==> src/rtl/pbu_pkg.sv <==
package pbu_pkg;
  localparam logic [2:0] FLOW_SEQ = 3'd0;
  localparam logic [2:0] FLOW_BR  = 3'd1;
  localparam logic [2:0] FLOW_REL = 3'd2;
  localparam logic [2:0] FLOW_ABS = 3'd3;
  localparam logic [2:0] FLOW_IND = 3'd4;

  // PC source strobes from control to datapath; all clear means sequential.
  typedef struct packed {
    logic useBtr;
    logic useRel;
    logic useAbs;
    logic useInd;
  } pcSel_t;
endpackage

==> src/rtl/pbu_ctrl.sv <==
module pbu_ctrl
  import pbu_pkg::*;
(
  input  logic [2:0] flowOp,
  input  logic       predFwd,
  output pcSel_t     sel
);
  always_comb begin
    sel = '0;
    unique case (flowOp)
      FLOW_BR:  sel.useBtr = predFwd;
      FLOW_REL: sel.useRel = 1'b1;
      FLOW_ABS: sel.useAbs = 1'b1;
      FLOW_IND: sel.useInd = 1'b1;
      default:  sel = '0;
    endcase
  end
endmodule

==> src/rtl/pbu_datapath.sv <==
module pbu_datapath
  import pbu_pkg::*;
#(
  parameter int AW     = 32,
  parameter int NT     = 4,
  parameter int NP     = 4,
  parameter int DISP_W = 8,
  parameter int ABS_W  = 24,
  localparam int TW    = $clog2(NT),
  localparam int PW    = $clog2(NP)
) (
  input  logic              clk,
  input  logic              rstN,
  input  logic              prepValid,
  input  logic [TW-1:0]     prepIdx,
  input  logic [AW-1:0]     prepAddr,
  input  logic              cmpValid,
  input  logic [PW-1:0]     cmpIdx,
  input  logic [AW-1:0]     cmpA,
  input  logic [AW-1:0]     cmpB,
  input  logic [TW-1:0]     flowTgtIdx,
  input  logic [PW-1:0]     flowPredIdx,
  input  logic [DISP_W-1:0] flowDisp,
  input  logic [ABS_W-1:0]  absField,
  input  logic [AW-1:0]     regVal,
  input  pcSel_t            sel,
  output logic              predFwd,
  output logic [AW-1:0]     pc,
  output logic              taken
);
  logic [AW-1:0] btr [NT];
  logic [NP-1:0] pred;
  logic          cmpEq;
  logic [AW-1:0] btrFwd;
  logic [AW-1:0] pcSeq, pcRel, pcAbs, pcNext;

  assign cmpEq = (cmpA == cmpB);

  // Target registers
  for (genvar t = 0; t < NT; t++) begin : g_btr
    always_ff @(posedge clk) begin
      if (prepValid && prepIdx == TW'(t)) btr[t] <= prepAddr;
    end
  end

  // Predicate registers: entry 0 is constant true
  assign pred[0] = 1'b1;
  for (genvar p = 1; p < NP; p++) begin : g_pred
    always_ff @(posedge clk) begin
      if (!rstN)                                pred[p] <= 1'b0;
      else if (cmpValid && cmpIdx == PW'(p))    pred[p] <= cmpEq;
    end
  end

  // Same-bundle forwarding to the branch reader
  always_comb begin
    btrFwd = btr[flowTgtIdx];
    if (prepValid && prepIdx == flowTgtIdx) btrFwd = prepAddr;
    predFwd = pred[flowPredIdx];
    if (flowPredIdx != '0 && cmpValid && cmpIdx == flowPredIdx) predFwd = cmpEq;
  end

  assign pcSeq = pc + AW'(4);
  assign pcRel = pc + {{(AW-DISP_W-2){flowDisp[DISP_W-1]}}, flowDisp, 2'b00};
  assign pcAbs = {{(AW-ABS_W-2){1'b0}}, absField, 2'b00};

  always_comb begin
    pcNext = pcSeq;
    if (sel.useBtr)      pcNext = btrFwd;
    else if (sel.useRel) pcNext = pcRel;
    else if (sel.useAbs) pcNext = pcAbs;
    else if (sel.useInd) pcNext = regVal;
  end

  always_ff @(posedge clk) begin
    if (!rstN) begin
      pc    <= '0;
      taken <= 1'b0;
    end else begin
      pc    <= pcNext;
      taken <= |sel;
    end
  end
endmodule

==> src/rtl/prep_branch_unit.sv <==
module prep_branch_unit
  import pbu_pkg::*;
#(
  parameter int AW     = 32,
  parameter int NT     = 4,
  parameter int NP     = 4,
  parameter int DISP_W = 8,
  parameter int ABS_W  = 24,
  localparam int TW    = $clog2(NT),
  localparam int PW    = $clog2(NP)
) (
  input  logic              clk,
  input  logic              rstN,
  input  logic              prepValid,
  input  logic [TW-1:0]     prepIdx,
  input  logic [AW-1:0]     prepAddr,
  input  logic              cmpValid,
  input  logic [PW-1:0]     cmpIdx,
  input  logic [AW-1:0]     cmpA,
  input  logic [AW-1:0]     cmpB,
  input  logic [2:0]        flowOp,
  input  logic [TW-1:0]     flowTgtIdx,
  input  logic [PW-1:0]     flowPredIdx,
  input  logic [DISP_W-1:0] flowDisp,
  input  logic [ABS_W-1:0]  absField,
  input  logic [AW-1:0]     regVal,
  output logic [AW-1:0]     pc,
  output logic              taken
);
  pcSel_t sel;
  logic   predFwd;

  pbu_ctrl u_ctrl (
    .flowOp  (flowOp),
    .predFwd (predFwd),
    .sel     (sel)
  );

  pbu_datapath #(
    .AW(AW), .NT(NT), .NP(NP), .DISP_W(DISP_W), .ABS_W(ABS_W)
  ) u_dp (
    .clk        (clk),
    .rstN       (rstN),
    .prepValid  (prepValid),
    .prepIdx    (prepIdx),
    .prepAddr   (prepAddr),
    .cmpValid   (cmpValid),
    .cmpIdx     (cmpIdx),
    .cmpA       (cmpA),
    .cmpB       (cmpB),
    .flowTgtIdx (flowTgtIdx),
    .flowPredIdx(flowPredIdx),
    .flowDisp   (flowDisp),
    .absField   (absField),
    .regVal     (regVal),
    .sel        (sel),
    .predFwd    (predFwd),
    .pc         (pc),
    .taken      (taken)
  );
endmodule

==> config.mk <==
export PLATFORM = sky130hd
export DESIGN_NAME = prep_branch_unit
export DESIGN_NICKNAME = d
export VERILOG_FILES = /design/src/rtl/pbu_pkg.sv /design/src/rtl/pbu_ctrl.sv /design/src/rtl/pbu_datapath.sv /design/src/rtl/prep_branch_unit.sv
export SDC_FILE = /design/constraint.sdc
export NUM_CORES = 1
export LEC_CHECK = 0
export ABC_CLOCK_PERIOD_IN_PS = 4340
export CORE_MARGIN = 8
export CORE_UTILIZATION = 45
export CTS_CLUSTER_DIAMETER = 100
export DETAILED_ROUTE_END_ITERATION = 8
export DONT_BUFFER_PORTS = 1
export HOLD_SLACK_MARGIN = 0.08
export SLEW_MARGIN = 0
export SYNTH_ARGS = -nofsm -noshare
export SYNTH_HDL_FRONTEND = slang
export SYNTH_SLANG_ARGS = --single-unit
==> constraint.sdc <==
create_clock -name clk -period 4.34 [get_ports clk]
set_clock_uncertainty 0.05 [all_clocks]
set_input_delay 0.868 -clock clk [delete_from_list [all_inputs] [get_ports clk]]
set_output_delay 0.868 -clock clk [all_outputs]
set_load 0.1 [all_outputs]
---- After elaboration in Yosys (flattened, before gate mapping) ----
Memory sizes are Yosys's and may differ from the RTL's.
Index checks and enable logic that the tools add are counted.
Widths: inputs -> output; s select.
operators by class
  div/mod/pow operators ................... 0
  muxes and demuxes ....................... 29
  bitwise logic cells ..................... 0
  order comparisons ....................... 1
  reduce and logical (&&, ||, !) cells .... 16
  equality and inequality tests ........... 13
  shifts and indexed selects .............. 0
  $add $sub $neg .......................... 2
  $mul .................................... 0
operators with widths
  kind                   number
  $mux 32                8
  $reduce_or 32->1       3
  $add 32x3->32 const B  1
  $add 32x32->32         1
  $eq 32x32->1           1
  $mux 1                 17
  $logic_and 1x1->1      10
  $eq 2x2->1 const B     4
  $eq 3x2->1 const B     2
  $mux 2                 3
  $eq 2x1->1 const B     2
  $eq 2x2->1             2
  $reduce_or 4->1        1
  $eq 3x1->1 const B     1
  $eq 3x3->1 const B     1
  $lt 2x3->1 const B     1
  $bmux 1 s2             1
  $logic_not 2->1        1
  $reduce_bool 2->1      1
word-level totals
  output and inout bits ................... 33
  bits in registers ....................... 36
  bits in writable memories ............... 128
  memories kept ........................... 1
  ROM bits ................................ 0
  latch bits .............................. 0
  bits of input ports ..................... 175
memories
  name      words  width  rd ports  clocked after memory_dff  wr ports  line                text
  u_dp.btr  4      32     1         0                         1         pbu_datapath.sv:31  logic [AW-1:0] btr [NT];

---- Depth between registers and ports, before layout ----
Gate-level depths: netlist of the first run.
  depth in word-level cells ............... 8
  depth in mapped cells ................... 10

---- Hierarchy ----
From an unflattened synthesis of the first run, not the netlist that was laid out.
second synthesis, totals
  cell total of the unflattened synthesis .. 884
  area, all modules ....................... 9,636.7 µm²
by module, submodules not included
  module        times used  area each (µm²)  cells each  seq. area each (µm²)
  pbu_datapath  1           9,599.2          880         4,564.4
  pbu_ctrl      1           37.5             4           0.0

---- Worst setup path after synthesis of the first run ----
No wires, ideal clock.
  path kind ............................... in2reg
  from .................................... input prepIdx[0]
  to ...................................... memory u_dp.btr[0][0] (enable)
  arrival ................................. 3.271 ns
  stages on the path ...................... 1
  library setup time ...................... 0.468 ns
  setup slack ............................. 0.551 ns
  buffers on the path ..................... 0
  required time ........................... 3.822 ns
  cell sequence ........................... nor3b_1
between the ends
  longest elaborated chain between the ends .. 8
  elaborated cells between the ends (all ways) .. 25
  classes of those cells .................. eq/ne (3); mux (14); reduce/logical (8)
ends and longest elaborated chain
  element                                                          line                    text
  start: declaration                                               prep_branch_unit.sv:15  input logic [TW-1:0] prepIdx,
  $eq 2x1->1                                                       pbu_datapath.sv:42      if (prepValid && prepIdx == TW'(t)) btr[t] <= prepAddr;
  $logic_and 1x1->1                                                pbu_datapath.sv:42
  $mux 1                                                           pbu_datapath.sv:42
  $mux 1 (implied by the code)                                     pbu_datapath.sv:42
  $reduce_or 32->1 (no source line)                                n/a
  $mux 2 (no source line) or $mux 1 (tied branches) (3 in series)  n/a
  end: declaration                                                 pbu_datapath.sv:31
Parallel ways exist; a longest one is shown, timed or not.

---- Worst setup path after layout of the first run ----
  from .................................... input flowDisp[0]
  to ...................................... register u_dp.pc[20]
between the ends
  longest elaborated chain between the ends .. 3
ends and longest elaborated chain
  element                 line                    text
  start: declaration      prep_branch_unit.sv:24  input logic [DISP_W-1:0] flowDisp,
  $add 32x32->32          pbu_datapath.sv:64      assign pcRel = pc + {{(AW-DISP_W-2){flowDisp[DISP_W-1]}}, flowDisp, 2'b00};
  $mux 32                 pbu_datapath.sv:70      else if (sel.useRel) pcNext = pcRel;
  $mux 32                 pbu_datapath.sv:69      if (sel.useBtr) pcNext = btrFwd;
  end signal: assignment  pbu_datapath.sv:80      pc <= pcNext;
  end: declaration        pbu_datapath.sv:28      output logic [AW-1:0] pc,
No other way between the ends.
A chain may end at the register's enable or synchronous reset.

==> flow_metrics.tcl, run 1 <==
set metrics [dict create \
    synthAdderAreaFrac 0.0404 \
    critPathSlowestCell "a2111oi_4" \
    ys_async_sr_fraction 0 \
    io_buffer_count 0 \
    crit_end "u_dp.pc[20]" \
    h-tree-depth 4 \
    min_path_type "reg -> reg" \
    ys_types 76 \
    clk_path_buf_depth 2 \
    gr-total-overflow 0 \
    netlist_instances 858 \
    drive_gt1_frac 0.168 \
    drc_errors 0 \
    worstHoldStart "u_dp.pred[2]" \
    hold_viol 0 \
    post-cts-setup-buffers 0 \
    nNetsFinal 1072 \
    final_max_slew_viol_count 0 \
    cts_sinks 164 \
    yosysTopAreaCell "edfxtp_1" \
    synthMostInstantiatedCell "edfxtp_1" \
    postCtsHoldBufs 0 \
    syn-num-nets 1064 \
    status "finished, final reports clean" \
    ir_drop_v 0.000274 \
    synth_mux_area_frac 0.120 \
    grt_pass1_vias 6918 \
    synthXorXnorAreaFrac 0.0733 \
    path_cells "ha_1 -> fa_1 -> a21o_2 -> a221o_2 -> a2bb2oi_4 -> a311oi_4 -> a2111oi_4 -> mux2_4 -> a221oi_2 -> a21oi_2" \
    synth_top_area_share 0.392 \
    yosys_warnings 0 \
    grt_usage 0.207 \
    end_kind "flop" \
    ys_top_cells_by_count "edfxtp_1, a21oi_1, nand2_1" \
    viasPerCell 6.09 \
    wl_per_cell_um 24.4 \
    first_pass_iters 5 \
    ys_top_cells_by_area "edfxtp_1, dfxtp_1, mux4_2, xor2_1, ha_1" \
    syn_area_mm2 0.00980 \
    grt_pass1_wl_um 41600 \
    cts-root-buf "clkbuf_16" \
    ff_latch_area_mm2 0.00456 \
    via_count 7058 \
    die_y_um 164 \
    path_max_fanout 4 \
    dp_hpwl_um 20300 \
    cts_tree "built" \
    required_ps 4580 \
    ctsResizeCount 0 \
    r2r_setup_slack_ps 1070 \
    worst_slew_pin_slew_ps 1070 \
    clock_latency_ps 430 \
    startpoint "flowDisp[0]" \
    globalplace.congestion 0.878 \
    period_needed_ps 3400 \
    ys_seq_elements 164 \
    power_density_mw_per_mm2 407 \
    crit_path_max_incr_delay_ps 430 \
    cp_num_buf_inv 0 \
    die-area_mm2 0.0267 \
    syn_avg_cell_area_um2 11.4 \
    rsz0062_at_grt "false" \
    arrival_ps 3640 \
    synth_edf_count 128 \
    boundaryPins 208 \
    leakage_uw 0.00396 \
    seq_area_frac_synth 0.466 \
    ant_nets 0 \
    synth_compound_area_frac 0.162 \
    core-area_mm2 0.0216 \
    drt-initial-drc-count 584 \
    insertedDiodeCount 0 \
    grt_max_degree 66 \
    startpoint_type "input pin" \
    cp.depth 10 \
    start_util 0.453 \
    clkTransAtPathRegs_ps 70 \
    fin_crit_sh 0.783 \
    cts_made_buffers 17 \
    synth_top_family_by_area "compound AO/OA/AOI/OAI gates" \
    finalSetupViolCount 0 \
    cap_violations 0 \
    die_w_um 164 \
    tns_ps 0 \
    ff2ff_path_depth 10 \
    grt_antenna_before_repair 1 \
    multi_input_area_mm2 0.00493 \
    max_freq_ghz 0.294 \
    crit_type "in -> reg" \
    synth_ff_type "edfxtp_1" \
    yosys.area_share.simple 0.105 \
    total_power_uw 4410 \
    relSlewSlack 0.283 \
    routed_wl_um 28300 \
    cp_top_family "compound AO/OA/AOI/OAI gates" \
    r2r_end "u_dp.pc[20]" \
    r2r_start "u_dp.pc[2]" \
    row_count 54 \
    area_growth_pct 10.5 \
    fillers 1929 \
]
-- stage by stage --
step            util  instances  setup slack (ps)  hold WS [ps]  area (um^2)
3_5_place_dp   0.471       1127               502           463        10200
6_report       0.501       1159               942           468        10800
5_1_grt        0.501       1159               841           455        10800
2_1_floorplan      -        858               551           429         9800
4_1_cts        0.501       1159               953           464        10800
3_3_place_gp   0.471       1127               538           455        10200
-- worst register-to-register path: cells and delay by family, from the launching register on --
| kind | cells | cell delay, ps |
|---|---|---|
| AOI/OAI and AO/OA | 7 | 1810 |
| adders and majority gates | 2 | 630 |
| muxes | 1 | 340 |
| DFF | 1 | 310 |
-- cells by family after synthesis --
logic type / after synthesis
fa+ha+maj: 31
compound gates: 233
flops: 164
simple gates: 209
xor+xnor: 82
mux: 74
buf+inv: 65
-- placed cells by master (no fill, tap or decap), types with 4 or more instances in the layout --
master,instances
inv_1,16
edfxtp_1,128
and4_1,5
nand4_1,12
inv_8,4
nor3_1,10
nor2_1,40
nand3_1,25
xor2_1,54
and3_1,10
o21a_1,9
a211oi_1,6
and2_1,6
nor4_1,12
o21bai_1,6
clkbuf_16,17
a211o_1,4
a221o_1,4
mux4_2,32
nor2b_1,5
xnor2_1,28
a21oi_1,63
o211ai_1,19
a31oi_1,20
buf_4,38
ha_1,30
nand2_1,63
o21ai_0,47
mux2_2,24
a21o_1,10
o211a_1,6
o2111ai_1,5
mux2i_1,17
o31ai_1,4
dfxtp_1,36
-- report_power, final --
part	switching (uW)	internal (uW)	total, uW
clock network	707	938	1640
logic	587	346	933
registers	49.3	1780	1830
total	1340	3070	4410
-- state kept, by name, indices dropped and copies added, names as in the netlist --
name / flops
u_dp.btr: 128
u_dp.pc: 32
u_dp.taken: 1
u_dp.pred: 3
-- cell type report --
cell class,instances,share of cell area
multi-input combinational,629,0.455
sequential,164,0.421
clock buffer,17,0.0393
tap,280,0.0323
timing repair buffer,38,0.0263
clock inverter,15,0.0202
inverter,16,0.00555
-- metal layers --
metal / GRT usage / up-vias / wire length, um
met4: 0.0537 / 2 / 401
met3: 0.0570 / 23 / 2510
li1: - / 3327 / -
met1: 0.261 / 3429 / 11700
met2: 0.345 / 277 / 13700
met5: 0 / - / 13
-- worst min-delay path by stage --
stage                                end  slack [ps]  cells past startpoint
after floorplan             u_dp.pred[3]         430                      2
after global placement      u_dp.pred[3]         460                      2
after detailed placement    u_dp.pred[2]         460                      2
after CTS                 u_dp.btr[1][0]         460                      0
after global routing      u_dp.btr[0][3]         460                      0
final                       u_dp.pred[2]         470                      2
No activity file was read; power rests on OpenSTA's default activity.
==> inputs of run 2 (changes only) <==
--- a/config.mk
+++ b/config.mk
@@ -5,7 +5,8 @@
 export SDC_FILE = /design/constraint.sdc
 export NUM_CORES = 1
 export LEC_CHECK = 0
-export ABC_CLOCK_PERIOD_IN_PS = 4340
+export ABC_AREA = 1
+export ABC_CLOCK_PERIOD_IN_PS = 3200
 export CORE_MARGIN = 8
 export CORE_UTILIZATION = 45
 export CTS_CLUSTER_DIAMETER = 100
==> constraint.sdc (replaced) <==
create_clock -name clk -period 3.2 [get_ports clk]
set_clock_uncertainty 0.05 [all_clocks]
set_input_delay 0.64 -clock clk [delete_from_list [all_inputs] [get_ports clk]]
set_output_delay 0.64 -clock clk [all_outputs]
set_load 0.1 [all_outputs]
==> run 2 against run 1 <==
Via count grew 43%. Wire length up 26%. Clock-buffer cell count unchanged. Global-route usage is 3.2 points higher. Critical endpoint is now u_dp.pc[28]. Largest power group unchanged.
==> flow_metrics.tcl, run 2 <==
set metrics [dict create \
    status "finished, final reports clean" \
    end_kind "flop" \
    fin_crit_sh 0.767 \
    crit_type "reg -> reg" \
    ys_types 47 \
    ys_top_cells_by_count "nand2_1, nor2_1, inv_1" \
    clk_path_buf_depth 2 \
    cts_sinks 164 \
    startpoint "u_dp.pc[3]" \
    wl_per_cell_um 18.7 \
    synth_ff_type "edfxtp_1" \
    switching_power_uw 2140 \
    drc_errors 0 \
    synth_top_area_share 0.351 \
    grt_usage 0.239 \
    die_y_um 172 \
    row_count 57 \
    hold_ws_ps 244 \
    period_needed_ps 2450 \
    ys_seq_elements 164 \
    worstHoldStart "prepAddr[24]" \
    ant_nets 0 \
    grt_pass1_vias 9369 \
    tns_ps 0 \
    ir_drop_v 0.000378 \
    path_max_fanout 5 \
    required_ps 3470 \
    via_count 10100 \
    dp_hpwl_um 27100 \
    area_growth_pct 10.6 \
    syn_avg_cell_area_um2 7.09 \
    leakage_uw 0.00537 \
    drt-initial-drc-count 791 \
    wl_met3_um 2680 \
    p_int_uw 3900 \
    worst_slew_pin_slew_ps 1050 \
    globalplace.congestion 0.986 \
    hold_viol 0 \
    power_density_mw_per_mm2 499 \
    yosysTopAreaCell "edfxtp_1" \
    nNetsFinal 1773 \
    fin_area_mm2 0.0121 \
    die-area_mm2 0.0296 \
    grt_antenna_before_repair 2 \
    io_buffer_count 0 \
    drive_gt1_frac 0.0728 \
    r2r_start "u_dp.pc[3]" \
    core-area_mm2 0.0241 \
    relSlewSlack 0.298 \
    hold_path_depth 0 \
    grt_max_degree 67 \
    arrival_ps 2720 \
    post-cts-setup-buffers 0 \
    ff2ff_path_depth 12 \
    routed_wl_um 35700 \
    h-tree-depth 4 \
    first_pass_iters 5 \
    clkTransAtPathRegs_ps 80 \
    final_common_cell "nand2_1" \
    pwr-share-comb 0.246 \
    yosys_warnings 0 \
    ys_top_cells_by_area "edfxtp_1, nand2_1, nor2_1, dfxtp_1, inv_1" \
    seq_area_frac_synth 0.417 \
    gr-total-overflow 0 \
    final_cell_mix "nand2_1, nor2_1, inv_1" \
    cap_violations 0 \
    largest_register_ffs 128 \
    die_w_um 172 \
    cts-root-buf "clkbuf_16" \
    wl_met1_um 15400 \
    start_util 0.454 \
    routed.top_layer "met5" \
    postCtsHoldBufs 0 \
    p_seq_frac 0.418 \
    final_max_slew_viol_count 0 \
    grt_pass1_wl_um 53400 \
    swShare 0.355 \
    ctsResizeCount 0 \
    regMostFlops "u_dp.btr" \
    max_freq_ghz 0.408 \
    syn_area_mm2 0.0109 \
    synthMostInstantiatedCell "nand2_1" \
    boundaryPins 208 \
    cts_made_buffers 17 \
    netlist_instances 1544 \
    clock_latency_ps 440 \
    syn-num-nets 1750 \
    dr_wl_met2_um 16800 \
    top_regs "u_dp.btr (128), u_dp.pc (32), u_dp.pred (3)" \
    cts_tree "built" \
    ys_async_sr_fraction 0 \
    clkPwrFrac 0.336 \
    synth_edf_count 128 \
    post_dp_cell_area_mm2 0.0115 \
    min_path_type "in -> reg" \
    rsz0062_at_grt "false" \
    startpoint_type "flop" \
    finalSetupViolCount 0 \
    r2r_setup_slack_ps 750 \
    viasPerCell 5.31 \
]
==> run 2: changes by cell type in the layout (fill, tap and decap cells not counted), sizes merged, moves of 32 or more <==
cell   before  now
nand2      63  467
xor2       54   10
nand3      27   92
nor2       42  274
inv        22  187
o21ai      48  128
mux4       32    0
==> run 2: path summary, 6_finish.rpt <==
path / to
setup / recovery: u_dp.pc[28]
hold / removal: u_dp.btr[0][24]
setup reg to reg: u_dp.pc[28]
hold reg to reg: u_dp.pred[1]
==> run 2: metal layers <==
metal,up-vias,track usage
met5,-,0
met4,2,0.0836
met3,45,0.0553
met2,314,0.394
met1,4688,0.303
li1,5064,-
==> run 2: power by group through the flow <==
stage	registers, uW	clock network, uW	logic, uW
global route	2540	2140	1640
floorplan	2850	0	821
finish	2530	2030	1490
global placement	2570	0	1470
CTS	2520	2070	1480
detailed placement	2570	0	1470
==> run 2: final cells by class <==
class                      instances  area [um^2]
antenna                            1         2.50
inverter                         180          676
clock inverter                    15          159
sequential                       164         4560
multi-input combinational       1154         5500
fill                            2462        12000
timing repair buffer              50          375
clock buffer                      17          425
tap                              324          405
==> run 2: worst max-delay path: stages, from the launching register on <==
cell,delay [ps]
dfxtp_1,440
ha_1,230
nand2_1,80
nor2_1,220
nand2_1,190
nor2_1,260
nand2_1,170
o21ai_1,140
nand2_1,60
o21ai_1,250
nand2_1,80
nor2_1,110
nor2_1,50
==> run 2: cells by family after synthesis <==
family | count (synthesis) | synth area share
and+or+nand+nor | 872 | 0.324
buffers and inverters | 226 | 0.0821
AOI/OAI and AO/OA | 209 | 0.106
DFF | 164 | 0.417
xor gates and xnor gates | 37 | 0.0296
adders and majority gates | 31 | 0.0361
muxes | 5 | 0.00514
==> run 2: stage by stage <==
| step | worst slack [ps] | total power [uW] | util | cells |
|---|---|---|---|---|
| floorplan | 577 | 3680 | - | 1544 |
| global placement | 624 | 4040 | 0.478 | 1872 |
| detailed placement | 624 | 4040 | 0.478 | 1872 |
| CTS | 770 | 6070 | 0.502 | 1904 |
| global route | 475 | 6310 | 0.502 | 1905 |
| finish | 747 | 6050 | 0.502 | 1905 |
